## config.mk

```make
export PLATFORM = sky130hd
export DESIGN_NAME = cq_gen_ring_top
export DESIGN_NICKNAME = d
export VERILOG_FILES = /design/src/rtl/cq_ring_pkg.sv /design/src/rtl/cq_writer.sv /design/src/rtl/cq_ring_mem.sv /design/src/rtl/cq_reader.sv /design/src/rtl/cq_gen_ring_top.sv
export SDC_FILE = /design/constraint.sdc
export NUM_CORES = 1
export LEC_CHECK = 0
export BUFFER_PORTS_ARGS = -buffer_cell sky130_fd_sc_hd__buf_2
export CORE_MARGIN = 5
export CORE_UTILIZATION = 30
export CTS_CLUSTER_DIAMETER = 80
export DETAILED_ROUTE_END_ITERATION = 7
export PLACE_DENSITY_LB_ADDON = 0.15
export SETUP_SLACK_MARGIN = 0.05
export SLEW_MARGIN = 20
export SYNTH_ARGS = -nofsm -noshare
export SYNTH_HDL_FRONTEND = slang
export SYNTH_SLANG_ARGS = --single-unit
```

## constraint.sdc

```tcl
create_clock -name clk -period 2.93 [get_ports clk]
set_input_delay 0.4395 -clock clk [delete_from_list [all_inputs] [get_ports clk]]
set_output_delay 0.4395 -clock clk [all_outputs]
set_load 0.01 [all_outputs]
```

## src/rtl/cq_ring_pkg.sv

```systemverilog
`timescale 1ns/1ps
package cq_ring_pkg;
  localparam int unsigned TAG_W    = 16;
  localparam int unsigned ENTRY_W  = 32;
  localparam int unsigned GEN_POS  = 31;
  localparam int unsigned LAST_POS = 16;

  typedef struct packed {
    logic             last;
    logic [TAG_W-1:0] tag;
  } cq_payload_t;

  // Entry word: little-endian, tag in the low byte lanes.
  function automatic logic [ENTRY_W-1:0] cq_pack(input logic gen,
                                                 input logic last,
                                                 input logic [TAG_W-1:0] tag);
    logic [ENTRY_W-1:0] w;
    w = '0;
    w[TAG_W-1:0] = tag;
    w[LAST_POS]  = last;
    w[GEN_POS]   = gen;
    return w;
  endfunction
endpackage

```

## src/rtl/cq_writer.sv

```systemverilog
`timescale 1ns/1ps
module cq_writer #(
  parameter int unsigned DEPTH = 8,
  localparam int unsigned IW = $clog2(DEPTH),
  localparam int unsigned CW = $clog2(DEPTH + 1)
) (
  input  logic          clk,
  input  logic          rst_n,
  input  logic          req_valid,
  input  logic          rd_fire,
  output logic          req_ready,
  output logic          wr_fire,
  output logic [IW-1:0] wr_idx,
  output logic          wr_gen,
  output logic [CW-1:0] credits
);
  logic cur_gen;

  function automatic logic [IW-1:0] idx_step(input logic [IW-1:0] i);
    return (i == IW'(DEPTH - 1)) ? '0 : i + 1'b1;
  endfunction

  function automatic logic [CW-1:0] credit_next(input logic [CW-1:0] c,
                                                input logic spend,
                                                input logic refund);
    logic [CW-1:0] r;
    case ({spend, refund})
      2'b10:   r = c - 1'b1;
      2'b01:   r = c + 1'b1;
      default: r = c;
    endcase
    return r;
  endfunction

  assign req_ready = (credits != '0);
  assign wr_fire   = req_valid && req_ready;
  assign wr_gen    = ~cur_gen;

  always_ff @(posedge clk) begin
    if (!rst_n) begin
      wr_idx  <= '0;
      cur_gen <= 1'b0;
      credits <= CW'(DEPTH);
    end else begin
      credits <= credit_next(credits, wr_fire, rd_fire);
      if (wr_fire) begin
        wr_idx <= idx_step(wr_idx);
        if (wr_idx == IW'(DEPTH - 1)) cur_gen <= ~cur_gen;
      end
    end
  end
endmodule

```

## src/rtl/cq_ring_mem.sv

```systemverilog
`timescale 1ns/1ps
module cq_ring_mem
  import cq_ring_pkg::*;
#(
  parameter int unsigned DEPTH = 8,
  localparam int unsigned IW = $clog2(DEPTH)
) (
  input  logic          clk,
  input  logic          rst_n,
  input  logic          we,
  input  logic [IW-1:0] waddr,
  input  logic          wgen,
  input  cq_payload_t   wpay,
  input  logic [IW-1:0] raddr,
  output logic          rgen,
  output cq_payload_t   rpay
);
  logic        gen_q [DEPTH];
  cq_payload_t pay_q [DEPTH];

  // Generation bits are host-initialised to the starting value (zero).
  for (genvar s = 0; s < DEPTH; s++) begin : g_slot
    always_ff @(posedge clk) begin
      if (!rst_n)                         gen_q[s] <= 1'b0;
      else if (we && waddr == IW'(s))     gen_q[s] <= wgen;
    end
    always_ff @(posedge clk) begin
      if (we && waddr == IW'(s)) pay_q[s] <= wpay;
    end
  end

  assign rgen = gen_q[raddr];
  assign rpay = pay_q[raddr];
endmodule

```

## src/rtl/cq_reader.sv

```systemverilog
`timescale 1ns/1ps
module cq_reader #(
  parameter int unsigned DEPTH = 8,
  localparam int unsigned IW = $clog2(DEPTH)
) (
  input  logic          clk,
  input  logic          rst_n,
  input  logic          rd_pop,
  input  logic          slot_gen,
  output logic          rd_valid,
  output logic          rd_fire,
  output logic [IW-1:0] rd_idx
);
  logic stale_gen;

  function automatic logic [IW-1:0] idx_step(input logic [IW-1:0] i);
    return (i == IW'(DEPTH - 1)) ? '0 : i + 1'b1;
  endfunction

  assign rd_valid = (slot_gen != stale_gen);
  assign rd_fire  = rd_pop && rd_valid;

  always_ff @(posedge clk) begin
    if (!rst_n) begin
      rd_idx    <= '0;
      stale_gen <= 1'b0;
    end else if (rd_fire) begin
      rd_idx <= idx_step(rd_idx);
      if (rd_idx == IW'(DEPTH - 1)) stale_gen <= ~stale_gen;
    end
  end
endmodule

```

## src/rtl/cq_gen_ring_top.sv

```systemverilog
`timescale 1ns/1ps
module cq_gen_ring_top
  import cq_ring_pkg::*;
#(
  parameter int unsigned DEPTH = 8,
  localparam int unsigned IW = $clog2(DEPTH),
  localparam int unsigned CW = $clog2(DEPTH + 1)
) (
  input  logic               clk,
  input  logic               rst_n,
  input  logic               req_valid,
  input  logic [TAG_W-1:0]   req_tag,
  input  logic               req_last,
  output logic               req_ready,
  output logic               cq_wr_en,
  output logic [IW-1:0]      cq_wr_idx,
  output logic [ENTRY_W-1:0] cq_wr_data,
  input  logic               rd_pop,
  output logic               rd_valid,
  output logic [TAG_W-1:0]   rd_tag,
  output logic               rd_last
);
  // Named internal events, observed by the bound checker.
  logic          wr_fire;
  logic          rd_fire;
  logic          wr_gen;
  logic [IW-1:0] wr_idx;
  logic [IW-1:0] rd_idx;
  logic [CW-1:0] credits;
  logic          slot_gen;
  cq_payload_t   wpay;
  cq_payload_t   rpay;

  cq_writer #(.DEPTH(DEPTH)) writer_i (
    .clk(clk), .rst_n(rst_n), .req_valid(req_valid), .rd_fire(rd_fire),
    .req_ready(req_ready), .wr_fire(wr_fire), .wr_idx(wr_idx),
    .wr_gen(wr_gen), .credits(credits)
  );

  assign wpay.last = req_last;
  assign wpay.tag  = req_tag;

  cq_ring_mem #(.DEPTH(DEPTH)) mem_i (
    .clk(clk), .rst_n(rst_n), .we(wr_fire), .waddr(wr_idx), .wgen(wr_gen),
    .wpay(wpay), .raddr(rd_idx), .rgen(slot_gen), .rpay(rpay)
  );

  cq_reader #(.DEPTH(DEPTH)) reader_i (
    .clk(clk), .rst_n(rst_n), .rd_pop(rd_pop), .slot_gen(slot_gen),
    .rd_valid(rd_valid), .rd_fire(rd_fire), .rd_idx(rd_idx)
  );

  assign cq_wr_en   = wr_fire;
  assign cq_wr_idx  = wr_idx;
  assign cq_wr_data = cq_pack(wr_gen, req_last, req_tag);
  assign rd_tag     = rpay.tag;
  assign rd_last    = rpay.last;
endmodule

```

==> summary.md <==
| Metric | Value |
|---|---|
| Layout area overhead | 16.73% |
| Syn Inst Count | 352 |
| CTS tree | yes |
| DR WL met3 | 666 um |
| Sw Pwr | 1.420 mW |
| Total Routing Usage GR | 0.1119 |
| Syn avg cell area | 18.62 um2 |
| Final core occ | 0.3527 |
| Root buffer cell | clkbuf_16 |
| Net Sw Frac | 0.2438 |
| Seq pwr share | 0.468 |
| Row count | 54 |
| HP Start | req_tag[14] |
| Worst endpoint required time | 3.29 ns |
| Yosys warning count | 0 |
| Highest metal used | met5 |
| Clock network power share | 0.367 |
| First-pass GRT wire length | 20330 um |
| Die Y | 157.8 um |
| Via count | 3158 |
| Fmax | 367.3 MHz |
| Die footprint | 24900 um2 |
| RSZ-0062 raised after global routing | false |
| Lkg Pwr | 2.676 nW |
| Hold Fails Final Rpt | 0 |
| Share of flip-flops with an asynchronous set or reset | 0 |
| Critical Path Sink Type | flop |
| Max-slew headroom | 0.3690 |
| Tcrit/Tclk final | 0.9291 |
| Post-synthesis compound-gate area fraction | 0.009929 |
| Synth Area in Adders | 0.02406 |
| Mux cell area share after synthesis | 0.1602 |
| Dominant cell type by area after synthesis | edfxtp_1 |
| Mapped Area | 6553 um2 |
| Clock-pin transition on the worst setup and hold timing paths | 0.06 ns |
| MaxCap Viol Count | 0 |
| Logic pwr share | 0.165 |
| Die Wd | 157.8 um |
| Largest net degree at the start of global routing | 35 |
| Initial DRC count | 186 |
| Reg-to-reg setup timing slack | 0.21 ns |
| Gpl congestion | 0.7080 |
| Routed Antenna Nets | 0 |
| GR Overflow Total | 0 |
| Initial core utilization | 0.3021 |
| Final Slew Violations | 0 |
| Internal power | 4.405 mW |
| Final Skew | 0.009240 ns |
| Top-area cell type share of the netlist area | 0.6553 |
| XOR/XNOR Fraction of Synth Area | 0.007829 |
| Clock sink count | 159 |
| Number of global-route vias before repair | 3365 |
| Count of cell types in the netlist | 31 |
| Met2 wire length | 6446 um |
| Clock Path Buffers | 2 |
| Top-Level Pins | 76 |
| DR vias/cell | 4.479 |
| H-tree depth | 4 |
| Net count, final | 445 |
| Pwr dens | 761.6 nW/um2 |
| Setup TNS | 0 ns |
| Clk Latency, worst-skew pair | 0.42 ns |
| Layout cell share with drive strength beyond 1 | 0.3765 |
| Slew at the pin closest to its max-slew limit | 0.9454 ns |
| Simple-Gate Fraction of Synth Area | 0.04124 |
| Worst-path fanout max | 6 |
| Setup Viol. Count Final | 0 |
| Status | finished, final reports clean |
| Fill cell count | 2039 |
| Main flop type after synthesis | edfxtp_1 |
| Pre-Repair DR Iteration Count | 4 |
| Minimum clock period | 2.722 ns |
| M1 WL | 6067 um |
| Worst min path class | in2reg |
| Buffers on Ports | 61 |
| Seq/Total Area, Yosys | 0.7042 |
| Final wirelength | 13350 um |
| Post-synth EDFFs | 143 |
| Largest family of logic cells by synthesized area | multiplexers |
| Core area | 21690 um2 |
| Synth top area cells | edfxtp_1 66%, mux4_2 12%, dfxtp_1 4.9%, buf_4 3.8%, mux2_2 2.9% |
| Most frequent cell after synthesis | edfxtp_1 |
| Worst Path Arrival | 3.08 ns |
| Detailed placement HPWL | 8362 um |
| Critical path class | reg2reg |
| Startpoint Class | flop |
| Yosys reg bits | 159 |
| # diodes | 0 |
| Worst VDD drop | 387.3 uV |
| Num CTS Buffers | 17 |
| DR DRC count | 0 |
| Commonest cells post-synth | 143 x edfxtp_1, 35 x mux4_2, 33 x buf_4 |
| DR WL/cell | 18.94 um |
| Initial antenna violation count | 1 |
| Hold WS | 0.3032 ns |
-- cell usage in the layout, fill, tap and decap left out, types with 2 or more instances in the layout --
cell / n
edfxtp_1: 143
buf_2: 61
mux4_2: 35
clkbuf_16: 19
mux2_2: 17
nand2_1: 17
dfxtp_1: 15
conb_1: 14
buf_4: 13
ha_1: 10
and2_1: 8
inv_1: 8
and3_1: 8
mux2i_1: 7
nand2b_1: 5
inv_4: 5
nor2_1: 4
o21ai_0: 4
xnor2_1: 4
clkbuf_8: 4
nor2b_1: 3
clkbuf_1: 3
nor3_1: 2
o211a_1: 2
-- final timing paths --
check                        endpoint  cells past startpoint
setup / recovery  writer_i.credits[3]                     12
setup reg to reg  writer_i.credits[3]                     12
hold reg to reg                  flop                      2
hold / removal     mem_i.pay_q[3][14]                      1
-- cells by family after synthesis --
kind of cell               Yosys count
AOI/OAI and AO/OA                   10
xor gates and xnor gates             5
adders and majority gates           12
buffers and inverters               54
DFF                                159
muxes                               59
other                                1
and+or+nand+nor                     52
-- through the flow --
stage | cells | setup slack (ns) | cell area [um2] | power [mW]
CTS | 704 | 0.08286 | 7636 | 5.907
finish | 705 | 0.2078 | 7649 | 5.825
global placement | 672 | 0.1880 | 7054 | 3.745
floorplan | 365 | 0.07976 | 6619 | 3.447
global route | 705 | 0.05247 | 7649 | 6.098
detailed placement | 672 | 0.1049 | 7054 | 3.759
-- layout make-up --
class	count	area, um2	share of cell area
Sequential cell	159	4618	0.6038
Multi-Input combinational cell	152	1665	0.2177
Clock buffer	26	541.8	0.07083
Timing Repair Buffer	74	402.9	0.05267
Tap cell	280	350.3	0.04580
Clock inverter	6	40.04	0.005235
Inverter	8	30.03	0.003926
-- critical path, cell delays in order, from the launching register on --
cell	delay, ns
dfxtp_4	0.37
mux2i_1	0.12
mux4_2	0.52
xnor2_2	0.19
and2_4	0.19
ha_4	0.13
inv_1	0.07
ha_1	0.27
a21o_1	0.19
a21oi_2	0.14
xnor2_1	0.08
or3_1	0.30
nand3_1	0.08
-- sequential cells by signal, summed over array words and instances (netlist names), named ones only --
| name | cells |
|---|---|
| mem_i.gen_q | 8 |
| mem_i.pay_q | 136 |
| reader_i.rd_idx | 3 |
| reader_i.stale_gen | 1 |
| writer_i.credits | 4 |
| writer_i.cur_gen | 1 |
| writer_i.wr_idx | 3 |
-- power by group through the flow --
stage          Combinational (mW)  Clock (mW)  Sequential (mW)
5_1_grt                      1.07        2.28             2.75
3_5_place_dp                0.981           0             2.78
3_3_place_gp                0.974           0             2.77
6_report                    0.962        2.14             2.73
2_1_floorplan               0.691           0             2.76
4_1_cts                     0.987        2.19             2.73
-- metal layers --
metal	global-route usage	vias up
li1	-	1436
met2	0.1824	72
met4	0.03687	2
met1	0.1445	1630
met3	0.03171	18
met5	0	-
-- repair_timing --
item,in CTS,in global routing
resized for setup,0,2
buffers inserted,0,1
setup endpoints to repair,0,1
hold buffers,0,0
(Power assumes the default switching activity.)
